[config.mk]
export PLATFORM = sky130hd
export DESIGN_NAME = bcd_acc_slice
export DESIGN_NICKNAME = d
export VERILOG_FILES = /design/src/rtl/bcd_acc_pkg.sv /design/src/rtl/bcd_acc_adder.sv /design/src/rtl/bcd_acc_adjust.sv /design/src/rtl/bcd_acc_regs.sv /design/src/rtl/bcd_acc_slice.sv
export SDC_FILE = /design/constraint.sdc
export NUM_CORES = 1
export LEC_CHECK = 0
export BUFFER_PORTS_ARGS = -buffer_cell sky130_fd_sc_hd__buf_2
export CAP_MARGIN = 20
export CORE_MARGIN = 2
export CORE_UTILIZATION = 45
export CTS_BUF_LIST = sky130_fd_sc_hd__clkbuf_16
export CTS_CLUSTER_DIAMETER = 120
export DETAILED_ROUTE_END_ITERATION = 10
export PLACE_DENSITY = 0.67
export RECOVER_POWER = 50
export SLEW_MARGIN = 20
export SYNTH_ARGS = -nofsm -noshare
export SYNTH_HDL_FRONTEND = slang
export SYNTH_HIERARCHICAL = 1
export SYNTH_SLANG_ARGS = --single-unit
[constraint.sdc]
create_clock -name clk_i -period 10.9 [get_ports clk_i]
set_clock_uncertainty 0.1 [all_clocks]
set_input_delay 1.635 -clock clk_i [delete_from_list [all_inputs] [get_ports clk_i]]
set_output_delay 1.635 -clock clk_i [all_outputs]
set_load 0.01 [all_outputs]
[src/rtl/bcd_acc_pkg.sv]
package bcd_acc_pkg;
  localparam int unsigned NIB_W = 4;

  typedef enum logic [1:0] {
    OP_ADD  = 2'b00,
    OP_ADDC = 2'b01,
    OP_DA   = 2'b10,
    OP_NONE = 2'b11
  } op_e;
endpackage

[src/rtl/bcd_acc_adder.sv]
module bcd_acc_adder #(
  parameter int unsigned DATA_W = 8,
  parameter int unsigned NIB_W  = 4
) (
  input  logic [DATA_W-1:0] a_i,
  input  logic [DATA_W-1:0] b_i,
  input  logic              cin_i,
  output logic [DATA_W-1:0] sum_o,
  output logic              cy_o,
  output logic              ac_o
);
  logic [NIB_W:0]  lo_sum;
  logic [DATA_W:0] full_sum;

  assign lo_sum   = {1'b0, a_i[NIB_W-1:0]} + {1'b0, b_i[NIB_W-1:0]}
                  + {{NIB_W{1'b0}}, cin_i};
  assign full_sum = {1'b0, a_i} + {1'b0, b_i} + {{DATA_W{1'b0}}, cin_i};

  assign sum_o = full_sum[DATA_W-1:0];
  assign cy_o  = full_sum[DATA_W];
  assign ac_o  = lo_sum[NIB_W];
endmodule

[src/rtl/bcd_acc_adjust.sv]
module bcd_acc_adjust #(
  parameter int unsigned DIGITS = 2,
  parameter int unsigned NIB_W  = 4,
  localparam int unsigned DATA_W = DIGITS * NIB_W
) (
  input  logic [DATA_W-1:0] acc_i,
  input  logic              ac_i,
  input  logic              cy_i,
  output logic [DATA_W-1:0] acc_o,
  output logic              cy_o
);
  // carry ripples from each digit correction into the next digit's test
  logic [DIGITS:0] chain;
  assign chain[0] = 1'b0;

  for (genvar d = 0; d < DIGITS; d++) begin : g_digit
    logic [NIB_W:0] val;
    logic [NIB_W:0] fixed;
    logic           flag;
    logic           need;

    if (d == 0) begin : g_low
      assign flag = ac_i;
    end else if (d == DIGITS - 1) begin : g_top
      assign flag = cy_i;
    end else begin : g_mid
      assign flag = 1'b0;
    end

    assign val   = {1'b0, acc_i[d*NIB_W +: NIB_W]} + {{NIB_W{1'b0}}, chain[d]};
    assign need  = (val > (NIB_W+1)'(9)) | flag;
    assign fixed = val + (need ? (NIB_W+1)'(6) : (NIB_W+1)'(0));
    assign acc_o[d*NIB_W +: NIB_W] = fixed[NIB_W-1:0];
    assign chain[d+1] = fixed[NIB_W];
  end

  // adjust may only set the carry
  assign cy_o = cy_i | chain[DIGITS];
endmodule

[src/rtl/bcd_acc_regs.sv]
module bcd_acc_regs
  import bcd_acc_pkg::*;
#(
  parameter int unsigned DATA_W = 8
) (
  input  logic              clk_i,
  input  logic              rst_ni,
  input  logic              valid_i,
  input  op_e               op_i,
  input  logic [DATA_W-1:0] add_sum_i,
  input  logic              add_cy_i,
  input  logic              add_ac_i,
  input  logic [DATA_W-1:0] adj_acc_i,
  input  logic              adj_cy_i,
  output logic [DATA_W-1:0] acc_q_o,
  output logic              cy_q_o,
  output logic              ac_q_o
);
  always_ff @(posedge clk_i or negedge rst_ni) begin
    if (!rst_ni) begin
      acc_q_o <= '0;
      cy_q_o  <= 1'b0;
      ac_q_o  <= 1'b0;
    end else if (valid_i) begin
      unique case (op_i)
        OP_ADD, OP_ADDC: begin
          acc_q_o <= add_sum_i;
          cy_q_o  <= add_cy_i;
          ac_q_o  <= add_ac_i;
        end
        OP_DA: begin
          acc_q_o <= adj_acc_i;
          cy_q_o  <= adj_cy_i;
        end
        default: ;
      endcase
    end
  end
endmodule

[src/rtl/bcd_acc_slice.sv]
module bcd_acc_slice
  import bcd_acc_pkg::*;
#(
  parameter int unsigned DIGITS = 2,
  localparam int unsigned DATA_W = DIGITS * NIB_W
) (
  input  logic              clk_i,
  input  logic              rst_ni,
  input  logic              valid_i,
  input  logic [1:0]        op_i,
  input  logic [DATA_W-1:0] operand_i,
  output logic [DATA_W-1:0] acc_o,
  output logic              cy_o,
  output logic              ac_o
);
  op_e               op;
  logic [DATA_W-1:0] acc_q;
  logic              cy_q;
  logic              ac_q;
  logic [DATA_W-1:0] add_sum;
  logic              add_cy;
  logic              add_ac;
  logic [DATA_W-1:0] adj_acc;
  logic              adj_cy;
  logic              carry_in;

  assign op       = op_e'(op_i);
  assign carry_in = (op == OP_ADDC) & cy_q;

  bcd_acc_adder #(.DATA_W(DATA_W), .NIB_W(NIB_W)) u_adder (
    .a_i   (acc_q),
    .b_i   (operand_i),
    .cin_i (carry_in),
    .sum_o (add_sum),
    .cy_o  (add_cy),
    .ac_o  (add_ac)
  );

  bcd_acc_adjust #(.DIGITS(DIGITS), .NIB_W(NIB_W)) u_adjust (
    .acc_i (acc_q),
    .ac_i  (ac_q),
    .cy_i  (cy_q),
    .acc_o (adj_acc),
    .cy_o  (adj_cy)
  );

  bcd_acc_regs #(.DATA_W(DATA_W)) u_regs (
    .clk_i     (clk_i),
    .rst_ni    (rst_ni),
    .valid_i   (valid_i),
    .op_i      (op),
    .add_sum_i (add_sum),
    .add_cy_i  (add_cy),
    .add_ac_i  (add_ac),
    .adj_acc_i (adj_acc),
    .adj_cy_i  (adj_cy),
    .acc_q_o   (acc_q),
    .cy_q_o    (cy_q),
    .ac_q_o    (ac_q)
  );

  assign acc_o = acc_q;
  assign cy_o  = cy_q;
  assign ac_o  = ac_q;
endmodule

; ---- After elaboration in Yosys (flattened, before gate mapping)
; Index checks and enable logic that the tools add are counted.
[classes]
add_sub_neg = 7
n_mul = 0
div_mod_pow = 0
n_lt_le_gt_ge = 2
eq_ne = 2
shifts = 0
mux = 4
bitwise = 4
n_reduce_logical = 5
[ops]
columns = operator, count
row1 = one-hot mux 8 bit (2 select lines), 1
row2 = adder 8 x 8 -> 9 bit, 1
row3 = adder 9 x 1 -> 9 bit, 1
row4 = 2-to-1 mux 3 bit, 2
row5 = adder 4 x 1 -> 5 bit, 1
row6 = adder 4 x 4 -> 5 bit, 1
row7 = adder 4 x 5 -> 5 bit, 1
row8 = adder 5 x 1 -> 5 bit, 1
row9 = adder 5 bit, 1
row10 = greater-than comparator 5 x 4 -> 1 bit (second input constant), 1
row11 = greater-than comparator 4 bit (second input constant), 1
row12 = AND reduction 2 bit, 2
row13 = bitwise OR 1 bit, 3
row14 = == test 2 x 1 -> 1 bit (second input constant), 1
row15 = == test 2 bit (second input constant), 1
row16 = logical NOT 2 bit, 1
row17 = one-hot mux 1 bit (2 select lines), 1
row18 = nonzero test 2 bit, 1
row19 = OR reduction 2 bit, 1
row20 = bitwise AND 1 bit, 1
[totals]
regBits = 10
latch_bits = 0
mem_bits_rw = 0
rom_bits = 0
wordCells = 27
mem_count = 0

; ---- Depth between registers and ports, before layout
; Gate-level depths: netlist of the first run.
[logic_depth]
depth_word = 11
depth_mapped = 20
mapped_depth_nobuf = 19

; ---- Modules after synthesis
; Netlist of the first run, hierarchy kept.
[by_module_without_submodules]
columns = module, n_inst, cells_each, area_per_inst_um2
row1 = bcd_acc_regs, 1, 53, 529.3
row2 = bcd_acc_adjust, 1, 58, 406.6
row3 = bcd_acc_adder, 1, 38, 316.6
row4 = bcd_acc_slice, 1, 1, 8.8

; ---- Worst setup path before layout of the first run
; Ideal clock, no wire load.
[synth_timing]
path_type = input -> register
start = input port op_i[1]
end = register u_regs.acc_q_o[4]
setup_ns = 0.122
t_arrival_ns = 3.428
required_time_ns = 10.678
slack_ns = 7.250
stages = 9
n_path_buf = 0
cell_sequence = and3b_1 fa_1 fa_1 a21oi_1 nor2b_1 or2_2 xor2_1 o22ai_1 nor3_1
[synth_between]
elab_chain_cells = 4
[synth_rtl]
columns = item, line_no
row1 = start: declaration, bcd_acc_slice.sv:10  ; input logic [1:0] op_i,
row2 = == test 2 x 1 -> 1 bit, bcd_acc_slice.sv:28  ; assign carry_in = (op == OP_ADDC) & cy_q;
row3 = bitwise AND 1 bit, bcd_acc_slice.sv:28
row4 = adder 9 x 1 -> 9 bit, bcd_acc_adder.sv:17  ; assign full_sum = {1'b0, a_i} + {1'b0, b_i} + {{DATA_W{1'b0}}, cin_i};
row5 = net add_sum[4], bcd_acc_slice.sv:20  ; logic [DATA_W-1:0] add_sum;
row6 = one-hot mux 8 bit (2 select lines), bcd_acc_regs.sv:25  ; unique case (op_i)
row7 = end signal: assignment, bcd_acc_regs.sv:27  ; acc_q_o <= add_sum_i;
row8 = end signal: assignment, bcd_acc_regs.sv:32  ; acc_q_o <= adj_acc_i;
row9 = end: declaration, bcd_acc_regs.sv:15  ; output logic [DATA_W-1:0] acc_q_o,
; The timed path passes the listed nets, and every way through them passes these cells.
; A chain may end at the register's enable or synchronous reset.

; ---- Final worst setup path of the first run
[layout_timing]
start = register u_regs.acc_q_o[1]
end = register u_regs.acc_q_o[7]
[layout_between]
elab_chain_cells = 10
[layout_rtl]
columns = item, line_no
row1 = greater-than comparator 4 bit, bcd_acc_adjust.sv:31  ; assign need = (val > (NIB_W+1)'(9)) | flag;
row2 = bitwise OR 1 bit, bcd_acc_adjust.sv:31
row3 = 2-to-1 mux 3 bit, bcd_acc_adjust.sv:32  ; assign fixed = val + (need ? (NIB_W+1)'(6) : (NIB_W+1)'(0));
row4 = adder 4 x 5 -> 5 bit (*), bcd_acc_adjust.sv:32
row5 = adder 4 x 1 -> 5 bit (*), bcd_acc_adjust.sv:30  ; assign val = {1'b0, acc_i[d*NIB_W +: NIB_W]} + {{NIB_W{1'b0}}, chain[d]};
row6 = greater-than comparator 5 x 4 -> 1 bit, bcd_acc_adjust.sv:31
row7 = bitwise OR 1 bit, bcd_acc_adjust.sv:31
row8 = 2-to-1 mux 3 bit, bcd_acc_adjust.sv:32
row9 = adder 5 bit (*), bcd_acc_adjust.sv:32
row10 = net adj_acc[7], bcd_acc_slice.sv:23  ; logic [DATA_W-1:0] adj_acc;
row11 = one-hot mux 8 bit (2 select lines) (*), bcd_acc_regs.sv:25
; The timed path passes the listed nets; every way through them passes the cells marked *.

==> run summary, run 1 <==
The flow ran to the end, and the final reports show no timing, DRC or antenna violations. From synthesis to final layout, the design area changed by 11.8%. The final instance area is 1410 um2. Kind of path behind the tightest hold check: reg -> reg. For the pin with the worst max-slew slack, the measured transition is 610 ps. Once routing completed, OpenROAD measured the worst setup slack at 6960 ps. For the number of fillers in the final layout, the log shows 290. For the worst slew margin relative to its limit, the log shows 0.594. The number of nets in the finished design was 198; the placed wire-length estimate was 2160 um. The total net switching power is 0.000226 W. The most frequent standard cell in the layout excluding fill and tap cells was buf_2.

The first detailed-routing pass ran for 4 iterations. Register clock-pin slew on the reported worst setup and hold paths: 40 ps. In the synthesized netlist, the number of instances is 150. From bottom edge to top edge, the die measures 56.9 um.

Dividing the synthesized area by the synthesized cell count gives 8.41 um2. STA puts the critical path data arrival time at 3990 ps. Buffers inserted to repair hold after CTS numbered 0. The synthesis-stage register bit count works out to 10. The worst supply voltage drop on vdd is 208 uV, and the number of global-route vias before repair is 1,110.

The top cell types in the final layout, fill and taps aside, are buf_2, ha_1, a21oi_1, nor3_1. During synthesis, Yosys emitted a total of 6 warnings. The startpoint identified for the worst register-to-register timing path is u_regs/acc_q_o[1]. STA classifies the critical path startpoint as a register. Summed over all cells, the static leakage comes to 0.656 nW. The data required time at the worst endpoint is 10,950 ps, and the row count is 19. The count of different cell masters after synthesis was 44. The cell chosen for the clock root was clkbuf_16.

The total of endpoints with negative setup slack in the final report is 0, and the number of gates resized after CTS is 0. The tools report the cell area after placement as 1340 um2. The combinational share of power is 0.659.

Critical path capture point type: a register. Longest individual stage delay on the worst path: 460 ps. Maximum level of the CTS H-tree: 1.

The antenna diode count is 0. The cell-internal power was 0.000257 W; the fraction of the yosys area taken by sequential cells was 0.198. In this run the count of I/O pins placed on the die edge is 23. By startpoint and endpoint, the worst setup path is classified as reg -> reg. The remaining antenna violation count is 0, and the post-CTS setup buffer count is 0. In this run the horizontal extent of the chip is 56.9 um. The average wire per cell in the routed design works out to 14.5 um. The total count of max-transition violations in the final report is 0, and the net count after synthesis is 179. The run gives 456 ps as the worst-case hold slack. The tools report the launching instance or port of the critical path as u_regs/acc_q_o[1]. For the finished layout, the period the worst path requires is 3940 ps.

The highest attainable clock frequency was 0.254 GHz; the pre-CTS setup slack was 6970 ps. The run gives 3240 um2 as the total die area. The final-layout setup total negative slack was 0 ps; the initial core utilization was 0.465. Power density relative to cell area: 342 nW/um2. By instance count, the cell type seen most on the critical path is ha_1.

The logs give 0.204 for the sequential cell fraction of total power and 0 for the remaining design rule violation count. Final critical-path share of the clock period: 0.362. The run gives 2710 um2 as the placeable core region. Wires add up to 2890 um. The critical path goes through o21ai_0 > nand2b_1 > ha_1 > a21oi_1 > nor2b_1 > ha_1 > ha_1 > inv_4 > and4_2 > nor3b_1 > o221ai_1 > ha_1 > or3_1 > a31o_1 > a21oi_1 > and3b_1 > nor3_1. The switching part of the total is 0.468. The weighted congestion at the end of routability-driven global placement is 0.846. On the critical path, the stage with the largest delay is an instance of dfrtp_1.

The run gives 3 as the clock buffer count from CTS. The clock share of power is 0.137. For the violation count after the first detailed-route iteration, the log shows 35.

The startpoint identified for the worst hold timing path is u_regs/ac_q_o. The number of I/O port buffers is 22. Setup repair after global routing left no endpoint under its margin.

The cell area that synthesis handed to floorplanning was 1260 um2. The logs give 10 for the number of clock sinks seen by CTS and 0 for the number of antenna violations at the first check in global routing. The global router's overall resource usage was 0.199. The total overflow reported by the global router came out at 0. The run gives 2 as the worst-case clock buffer depth.

The fraction of final layout cells sized beyond drive strength 1 came out at 0.167. The routed layout has 1,177 vias. The count of endpoints failing hold in the final timing report came out at 0. Of all nets on the critical path, the largest fanout is 8.

The largest net degree at the start of global routing is 20, and the number of violations of the max-capacitance limit is 0. TritonCTS built the clock tree. The tools report the source-to-sink clock delay at the later pin of the worst-skew pair as 240 ps.

Dividing the detail-routed via count by the number of cells gives 5.91. The global-route wire length before repair was 5100 um.
-- state kept, by name, summed over array words and instances, names as in the netlist --
name	cells
u_regs/acc_q_o	8
u_regs/ac_q_o	1
u_regs/cy_q_o	1
-- cell usage after synthesis --
cell type | count | area share
xor2_1 | 2 | 0.014
o31ai_1 | 1 | 0.0060
clkbuf_1 | 1 | 0.0030
nand4_1 | 1 | 0.0050
a41oi_1 | 1 | 0.0069
a31oi_1 | 2 | 0.0099
inv_1 | 6 | 0.018
a31o_1 | 1 | 0.0069
xnor2_1 | 5 | 0.035
nor2b_1 | 2 | 0.0099
inv_4 | 1 | 0.0050
a21o_1 | 1 | 0.0060
and3b_1 | 10 | 0.069
mux2_4 | 1 | 0.012
buf_4 | 3 | 0.018
o221ai_1 | 1 | 0.0069
o311ai_0 | 1 | 0.0069
nor2_1 | 10 | 0.030
a211o_1 | 1 | 0.0069
or2_2 | 1 | 0.0050
and2b_4 | 1 | 0.0079
a21oi_1 | 12 | 0.048
a21oi_2 | 1 | 0.0069
nor2b_2 | 1 | 0.0069
ha_1 | 13 | 0.13
fa_1 | 3 | 0.048
nor4_1 | 1 | 0.0050
o21ai_0 | 3 | 0.012
and4_2 | 1 | 0.0079
a221o_1 | 1 | 0.0079
nand2b_1 | 1 | 0.0050
nand2_1 | 9 | 0.027
nand3_1 | 3 | 0.012
or3_1 | 2 | 0.0099
o22ai_1 | 10 | 0.050
inv_2 | 1 | 0.0030
o21bai_1 | 2 | 0.012
nand2b_2 | 1 | 0.0069
buf_6 | 4 | 0.036
nor3_1 | 12 | 0.048
a211oi_1 | 4 | 0.024
and2_1 | 1 | 0.0050
dfrtp_1 | 10 | 0.20
nor3b_1 | 1 | 0.0060
-- cell families after synthesis --
| group | Yosys count | share of synthesized area |
|---|---|---|
| AND/OR/NAND/NOR | 58 | 0.266 |
| AO/OA/AOI/OAI | 42 | 0.216 |
| buffers and inverters | 16 | 0.0823 |
| adder cells (fa/ha/maj) | 16 | 0.177 |
| flip-flops | 10 | 0.198 |
| XOR/XNOR | 7 | 0.0486 |
| multiplexers | 1 | 0.0119 |
-- power by group through the flow --
| stage | sequential, W | combinational, W | clock [W] |
|---|---|---|---|
| 6_report | 0.0000984 | 0.000318 | 0.0000661 |
| 5_1_grt | 0.000104 | 0.000364 | 0.0000698 |
| 4_1_cts | 0.0000982 | 0.000320 | 0.0000676 |
| 3_5_place_dp | 0.0000983 | 0.000318 | 0 |
| 3_3_place_gp | 0.0000968 | 0.000313 | 0 |
| 2_1_floorplan | 0.0000899 | 0.000263 | 0 |
-- metal layers --
| layer | routed length [um] | share of wire | track usage | vias to the layer above |
|---|---|---|---|---|
| li1 | - | - | - | 594 |
| met1 | 1370 | 0.47 | 0.267 | 553 |
| met2 | 1390 | 0.48 | 0.327 | 26 |
| met3 | 97 | 0.034 | 0.0408 | 4 |
| met4 | 38 | 0.013 | 0.0598 | 0 |
| met5 | 0 | 0 | 0 | - |
-- critical path: cells and delay by family, from the launching register on --
kind	cells	cell delay, ps
and+or+nand+nor	7	1320
adders and majority gates	4	1160
AOI/OAI and AO/OA	5	730
DFF	1	460
buffers and inverters	1	80
-- layout make-up --
type	count	area, um2	share of cell area
multi-input combinational	124	907	0.643
sequential	10	250	0.177
timing repair buffer	22	103	0.0728
clock buffer	3	75.1	0.0532
tap	31	38.8	0.0275
inverter	8	32.5	0.0231
clock inverter	1	3.75	0.00266
-- final timing paths --
check	to	slack (ps)	cells past startpoint
setup / recovery	u_regs/acc_q_o[7]	6960	17
hold / removal	u_regs/ac_q_o	460	1
setup reg to reg	u_regs/acc_q_o[7]	6960	17
hold reg to reg	u_regs/ac_q_o	460	1
max in group asynchronous	u_regs/acc_q_o[6]	9020	1
min in group asynchronous	u_regs/acc_q_o[2]	1280	1
-- through the flow --
| stage | utilization | power [W] | instances |
|---|---|---|---|
| 4_1_cts | 0.523 | 0.000486 | 199 |
| 2_1_floorplan | - | 0.000353 | 150 |
| 3_5_place_dp | 0.494 | 0.000416 | 195 |
| 6_report | 0.520 | 0.000483 | 199 |
| 5_1_grt | 0.520 | 0.000538 | 199 |
| 3_3_place_gp | 0.494 | 0.000410 | 195 |
Note: power is estimated with default switching activity, not from simulation.
==> inputs of run 2 (changes only) <==
Clock period 10.9 ns to 3.7 ns, I/O delays scaled along.
==> run summary, run 2 (same netlist as run 1, synthesis figures left out) <==
The number of violations of the max-capacitance limit came out at 0 (unchanged). The worst-case hold slack is 203 ps (was 456 ps). The total routed wirelength was 3030 um (was 2890 um); the fraction of final layout cells sized beyond drive strength 1 was 0.263 (was 0.167). Critical path capture point type: a register (unchanged). The x dimension of the die is 56.9 um (unchanged), and the final standard cell count with taps included and fillers excluded is 206 (was 199). For the total overflow reported by the global router, the log shows 0 (unchanged). The run gives 950 um2 (was 907 um2) as the area of combinational cells with multiple inputs. Iteration count of the initial detailed-routing pass: 4 (unchanged). Number of I/O port buffers: 22 (unchanged).

The run gives 0 (unchanged) as the remaining antenna violation count. The largest net degree at the start of global routing was 20 (unchanged); the antenna diode count was 0 (unchanged). Power density relative to cell area: 1050 nW/um2 (was 342 nW/um2). The run finished with clean final reports.

The run gives 23 (unchanged) as the number of placed I/O pins. The via count was 1,217 (was 1,177); the synthesis-to-finish area growth was 19.2% (was 11.8%). The kind of path behind the tightest hold check is in -> async (was reg -> reg). The slew at the pin with the worst max-slew slack is 616 ps (was 610 ps). The total die area was 3240 um2 (unchanged). The startpoint of the worst-slack reg-to-reg timing path is u_regs/acc_q_o[2] (was u_regs/acc_q_o[1]). Setup repair after global routing left no endpoint under its margin. The tools report the maximum level of the CTS H-tree as 1 (unchanged). The most frequent standard cell in the layout excluding fill and tap cells is buf_2 (unchanged). The slack of the worst reg-to-reg path came out at 190 ps (was 6960 ps). The arrival time reported for the critical path endpoint came out at 3570 ps (was 3990 ps).

The tools report the number of global-route vias before repair as 1,188 (was 1,110). The register with the most flip-flops was u_regs/acc_q_o (unchanged). The run gives 0.465 (unchanged) as the initial core utilization. The met2 track utilization from global routing was 0.337 (was 0.327); the average wire per cell in the routed design was 14.7 um (was 14.5 um). The number of fillers in the final layout came out at 265 (was 290). The area taken by flip-flops and latches was 250 um2 (unchanged).

The number of nets in the finished design is 205 (was 198), and the number of flip-flops under the largest register name is 8 (unchanged). The run gives 0 (unchanged) as the total count of max-transition violations in the final report. Type of element launching the critical path: a register (unchanged).

Clock buffer count from CTS: 3 (unchanged). The worst-case clock buffer depth was 2 (unchanged); the met3 track demand over resource was 0.0431 (was 0.0408). The final critical path time including I/O delays and setup was 3510 ps (was 3940 ps); the post-cts hold buffer count was 0 (unchanged). The logs give 0 (unchanged) for the total of endpoints with negative setup slack in the final report and 2710 um2 (unchanged) for the placeable core region.

The run gives 60 (was 35) as the violation count after the first detailed-route iteration. The number of clock sinks seen by CTS came out at 10 (unchanged). The tools report the count of endpoints failing hold in the final timing report as 0 (unchanged). The global-route wire length before repair is 5420 um (was 5100 um), and the post-placement cell count is 201 (was 195). Number of antenna violations at the first check in global routing: 0 (unchanged).

The tools report the cell chosen for the clock root as clkbuf_16 (unchanged). The worst-path maximum fanout is 5 (was 8), and the final-layout setup total negative slack is 0 ps (unchanged). The tools report the global router's overall resource usage as 0.204 (was 0.199).

The path depth of the worst reg2reg path works out to 17 (unchanged). Worst slew margin relative to its limit: 0.589 (was 0.594). End of the worst register-to-register path: u_regs/acc_q_o[7] (unchanged). The logs give 0.693 nW (was 0.656 nW) for the total leakage power and 3760 ps (was 10,950 ps) for the data required time at the worst endpoint. TritonCTS built the clock tree. The global-route met1 utilization came out at 0.288 (was 0.267). The global routing's busiest layer is met2 (unchanged). The register clock-pin slew on the reported worst setup and hold paths is 50 ps (was 40 ps), and the final critical-path share of the clock period is 0.949 (was 0.362). The logs give 0.902 (was 0.846) for the weighted congestion at the end of routability-driven global placement and 19 (unchanged) for the row count.

The die boundary height works out to 56.9 um (unchanged). The source-to-sink clock delay at the later pin of the worst-skew pair came out at 240 ps (about the same). Most frequent cells in the layout: buf_2, nor3_1 (was buf_2, ha_1, a21oi_1, nor3_1).

Highest attainable clock frequency: 0.285 GHz (was 0.254 GHz). The worst supply voltage drop on vdd came out at 588 uV (was 208 uV). Biggest regs: u_regs/acc_q_o x8, u_regs/ac_q_o x1, u_regs/cy_q_o x1 (unchanged). The placed wire-length estimate was 2260 um (was 2160 um); the average vias per placed instance was 5.91 (about the same). The remaining design rule violation count came out at 0 (unchanged). Type of the setup path with the least slack: reg -> reg (unchanged).
## run 2: repair_timing
action                     4_1_cts  5_1_grt
cloned                           0        0
setup endpoints to repair        1        1
pin swaps                        0        4
gates resized for setup          2       10
hold endpoints to repair         0        0
buffers inserted                 0        1
## run 2: through the flow
| step | instance area, um2 | worst slack [ps] | utilization | total power, W |
|---|---|---|---|---|
| finish | 1500 | 187 | 0.555 | 0.00157 |
| global route | 1500 | 15.9 | 0.555 | 0.00174 |
| CTS | 1480 | 20.5 | 0.544 | 0.00152 |
| detailed placement | 1380 | -56.7 | 0.511 | 0.00129 |
| global placement | 1380 | 126 | 0.511 | 0.00127 |
| floorplan | 1260 | 76.0 | - | 0.00104 |
## run 2: worst max-delay path by stage
stage | startpoint | endpoint | cells after the start
final | u_regs/acc_q_o[2] | u_regs/acc_q_o[7] | 17
after global routing | u_regs/acc_q_o[2] | u_regs/acc_q_o[7] | 17
after CTS | u_regs/acc_q_o[2] | u_regs/acc_q_o[7] | 16
after detailed placement | u_regs/acc_q_o[2] | u_regs/acc_q_o[7] | 17
after global placement | u_regs/acc_q_o[2] | u_regs/acc_q_o[7] | 18
after floorplan | u_regs/acc_q_o[1] | u_regs/acc_q_o[7] | 18
## run 2: cell type report
class                      instances  share of cell area
tap                               31              0.0258
inverter                           8              0.0216
sequential                        10               0.166
clock inverter                     1             0.00250
multi-input combinational        124               0.631
clock buffer                       3              0.0499
timing repair buffer              29               0.102
## run 2: where the power goes
part / switching (W) / internal (W)
Sequential: 0.000104 / 0.000164
Clock: 0.0000542 / 0.000142
Combinational: 0.000561 / 0.000549
## run 2: worst max-delay path, stage by stage (launching register included)
cell and delay (ps):
dfrtp_1 370, o21ai_1 140, nand2b_1 110, ha_1 310, a21oi_1 130, nor2b_1 60, ha_2 210, ha_4 190
buf_4 140, o22ai_1 160, o21bai_1 100, ha_2 200, ha_2 210, or3_4 360, a31o_1 220, a21oi_2 120
and3b_1 180, nor3_1 120
## run 2: metal layers
metal	part of all wire	wire length, um	vias to the layer above
met3	0.039	118	2
li1	-	-	605
met1	0.47	1420	581
met5	0	0	-
met4	0.0043	13	0
met2	0.49	1480	29
==> inputs of run 3 (changes only) <==
Settings changed: CELL_PAD_IN_SITES_DETAIL_PLACEMENT set to 2, CELL_PAD_IN_SITES_GLOBAL_PLACEMENT set to 2, CORE_UTILIZATION 45 to 33, GPL_ROUTABILITY_DRIVEN set to 0, PLACE_DENSITY 0.67 to unset, PLACE_DENSITY_LB_ADDON set to 0.1.
==> run summary, run 3 (same netlist as run 1, synthesis figures left out) <==
The run gives -264 ps (was -56.7 ps) as the pre-CTS setup slack. The clock share of power came out at 0.106 (was 0.125). Worst-path maximum fanout: 5 (unchanged). The register with the most flip-flops was u_regs/acc_q_o (unchanged).

Setup repair after global routing could not meet its margin everywhere. The tools report the initial core utilization as 0.344 (was 0.465). The total of endpoints with negative setup slack in the final report is 0 (unchanged), and the power density relative to cell area is 1150 nW/um2 (was 1050 nW/um2). The kind of path behind the tightest hold check was in -> async (unchanged). The tools report the global-route wire length before repair as 7290 um (was 5420 um). The most frequent standard cell in the layout excluding fill and tap cells was buf_2 (unchanged). The logs give 3660 um2 (was 2710 um2) for the placeable core region and 1 (unchanged) for the maximum level of the CTS H-tree.

The logs give 0.565 (was 0.589) for the worst slew margin relative to its limit and 0 ps (unchanged) for the final-layout setup total negative slack. The post-cts hold buffer count came out at 0 (unchanged). Source-to-sink clock delay at the later pin of the worst-skew pair: 240 ps (about the same). The remaining design rule violation count is 0 (unchanged). The number of I/O port buffers is 22 (unchanged), and the final instance area is 1640 um2 (was 1500 um2). The number of fillers in the final layout is 433 (was 265), and the antenna diode count is 0 (unchanged).

The slew at the pin with the worst max-slew slack was 653 ps (was 616 ps); the worst-case clock buffer depth was 2 (unchanged). The number of antenna violations at the first check in global routing was 0 (unchanged). The total die area came out at 4330 um2 (was 3240 um2).

The cell area after placement was 1410 um2 (was 1380 um2); the combinational share of power was 0.742 (was 0.705). The average wire per cell in the routed design was 20.8 um (was 14.7 um); the total net switching power was 0.000906 W (was 0.000719 W). TritonCTS built the clock tree. The run finished with clean final reports. The tools report the startpoint of the worst-slack reg-to-reg timing path as u_regs/acc_q_o[2] (unchanged). The switching part of the total was 0.480 (was 0.457); the arrival time reported for the critical path endpoint was 3680 ps (was 3570 ps). For the clock buffer count from CTS, the log shows 3 (unchanged).

The final critical path time including I/O delays and setup is 3610 ps (was 3510 ps), and the largest net degree at the start of global routing is 20 (unchanged). The x dimension of the die was 65.8 um (was 56.9 um); the count of endpoints failing hold in the final timing report was 0 (unchanged). The run gives 210 (was 205) as the number of nets in the finished design. Launching instance or port of the critical path: u_regs/acc_q_o[2] (unchanged). The iteration count of the initial detailed-routing pass was 4 (unchanged).

The cell-internal power is 0.000982 W (was 0.000854 W), and the average vias per placed instance is 5.82 (was 5.91). The run gives 23 (unchanged) as the number of placed I/O pins. The total leakage power was 0.735 nW (was 0.693 nW); the number of global-route vias before repair was 1,413 (was 1,188).

For the sequential cell fraction of total power, the log shows 0.152 (was 0.170). The type of the setup path with the least slack is reg -> reg (unchanged). The row count was 22 (was 19); the post-layout total power was 0.00189 W (was 0.00157 W). The highest attainable clock frequency was 0.277 GHz (was 0.285 GHz); the global router's overall resource usage was 0.228 (was 0.204).

The total count of max-transition violations in the final report was 0 (unchanged); the final critical-path share of the clock period was 0.976 (was 0.949). The placed wire-length estimate is 3140 um (was 2260 um), and the register clock-pin slew on the reported worst setup and hold paths is 40 ps (was 50 ps). The data required time at the worst endpoint was 3760 ps (about the same); the number of flip-flops under the largest register name was 8 (unchanged). The cell chosen for the clock root is clkbuf_16 (unchanged). The post-layout worst setup margin was 87.6 ps (was 187 ps); the number of clock sinks seen by CTS was 10 (unchanged). The synthesis-to-finish area growth works out to 29.8% (was 19.2%). The total overflow reported by the global router is 0 (unchanged). The die boundary height is 65.8 um (was 56.9 um), and the number of violations of the max-capacitance limit is 0 (unchanged). The worst supply voltage drop on vdd is 435 uV (was 588 uV), and the fraction of final layout cells sized beyond drive strength 1 is 0.344 (was 0.263). The run gives 0 (unchanged) as the remaining antenna violation count. The tools report the violation count after the first detailed-route iteration as 50 (was 60). The critical path capture point type was a register (unchanged). The type of element launching the critical path was a register (unchanged). The total routed wirelength came out at 4740 um (was 3030 um).

Most frequent cells in the layout: buf_2, buf_4 (was buf_2, nor3_1). The via count was 1,328 (was 1,217). Biggest regs: u_regs/acc_q_o x8, u_regs/ac_q_o x1, u_regs/cy_q_o x1 (unchanged).
## run 3: critical path: stages, from the launching register on
cell and delay [ps]:
dfrtp_1 390, o21ai_1 140, nand2b_1 150, ha_4 310, a21oi_2 40, nor2b_1 110
ha_2 250, ha_4 220, buf_4 160, a211oi_2 250, o221ai_2 180, ha_4 210
or3_1 350, a31o_1 210, a21oi_1 150, and3b_1 210, nor3_2 90
## run 3: stage by stage
stage                      util  std cells  hold WS (ps)
after floorplan               -        150           159
after global routing      0.447        228           254
after global placement    0.384        218           340
after detailed placement  0.384        218           343
final                     0.447        228           218
after CTS                 0.427        225          92.0
## run 3: area by class of cell
class | instances | area [um2] | area share
clock buffers | 3 | 75.1 | 0.0459
repair buffers | 34 | 198 | 0.121
flip-flops and latches | 10 | 250 | 0.153
multi-input cells | 124 | 1020 | 0.622
well taps | 48 | 60.1 | 0.0367
inverters | 8 | 32.5 | 0.0199
clock inverters | 1 | 3.75 | 0.00229
## run 3: power by group through the flow
stage	clock, W	combinational [W]	sequential (W)
5_1_grt	0.000213	0.00154	0.000306
3_3_place_gp	0	0.00103	0.000266
2_1_floorplan	0	0.000774	0.000265
4_1_cts	0.000204	0.00124	0.000279
6_report	0.000200	0.00140	0.000288
3_5_place_dp	0	0.00111	0.000272
## run 3: final timing paths
path	cells past startpoint	slack [ps]	to
worst max-delay path	16	90	u_regs/acc_q_o[7]
worst min-delay path	1	220	u_regs/acc_q_o[6]
worst max register to register	16	90	u_regs/acc_q_o[7]
worst min register to register	1	480	u_regs/ac_q_o
max in group asynchronous	1	2860	u_regs/acc_q_o[4]
min in group clk_i	1	480	u_regs/ac_q_o
## run 3: layer usage
layer / share of wire / global-route usage
met2: 0.54 / 0.434
met1: 0.42 / 0.262
met5: 0 / 0
met4: 0.018 / 0.0469
met3: 0.026 / 0.0409
## run 3: timing repair
action	CTS	global route
gates resized for setup	13	11
pin swaps	3	5
buffers inserted	3	3
setup endpoints to repair	1	2
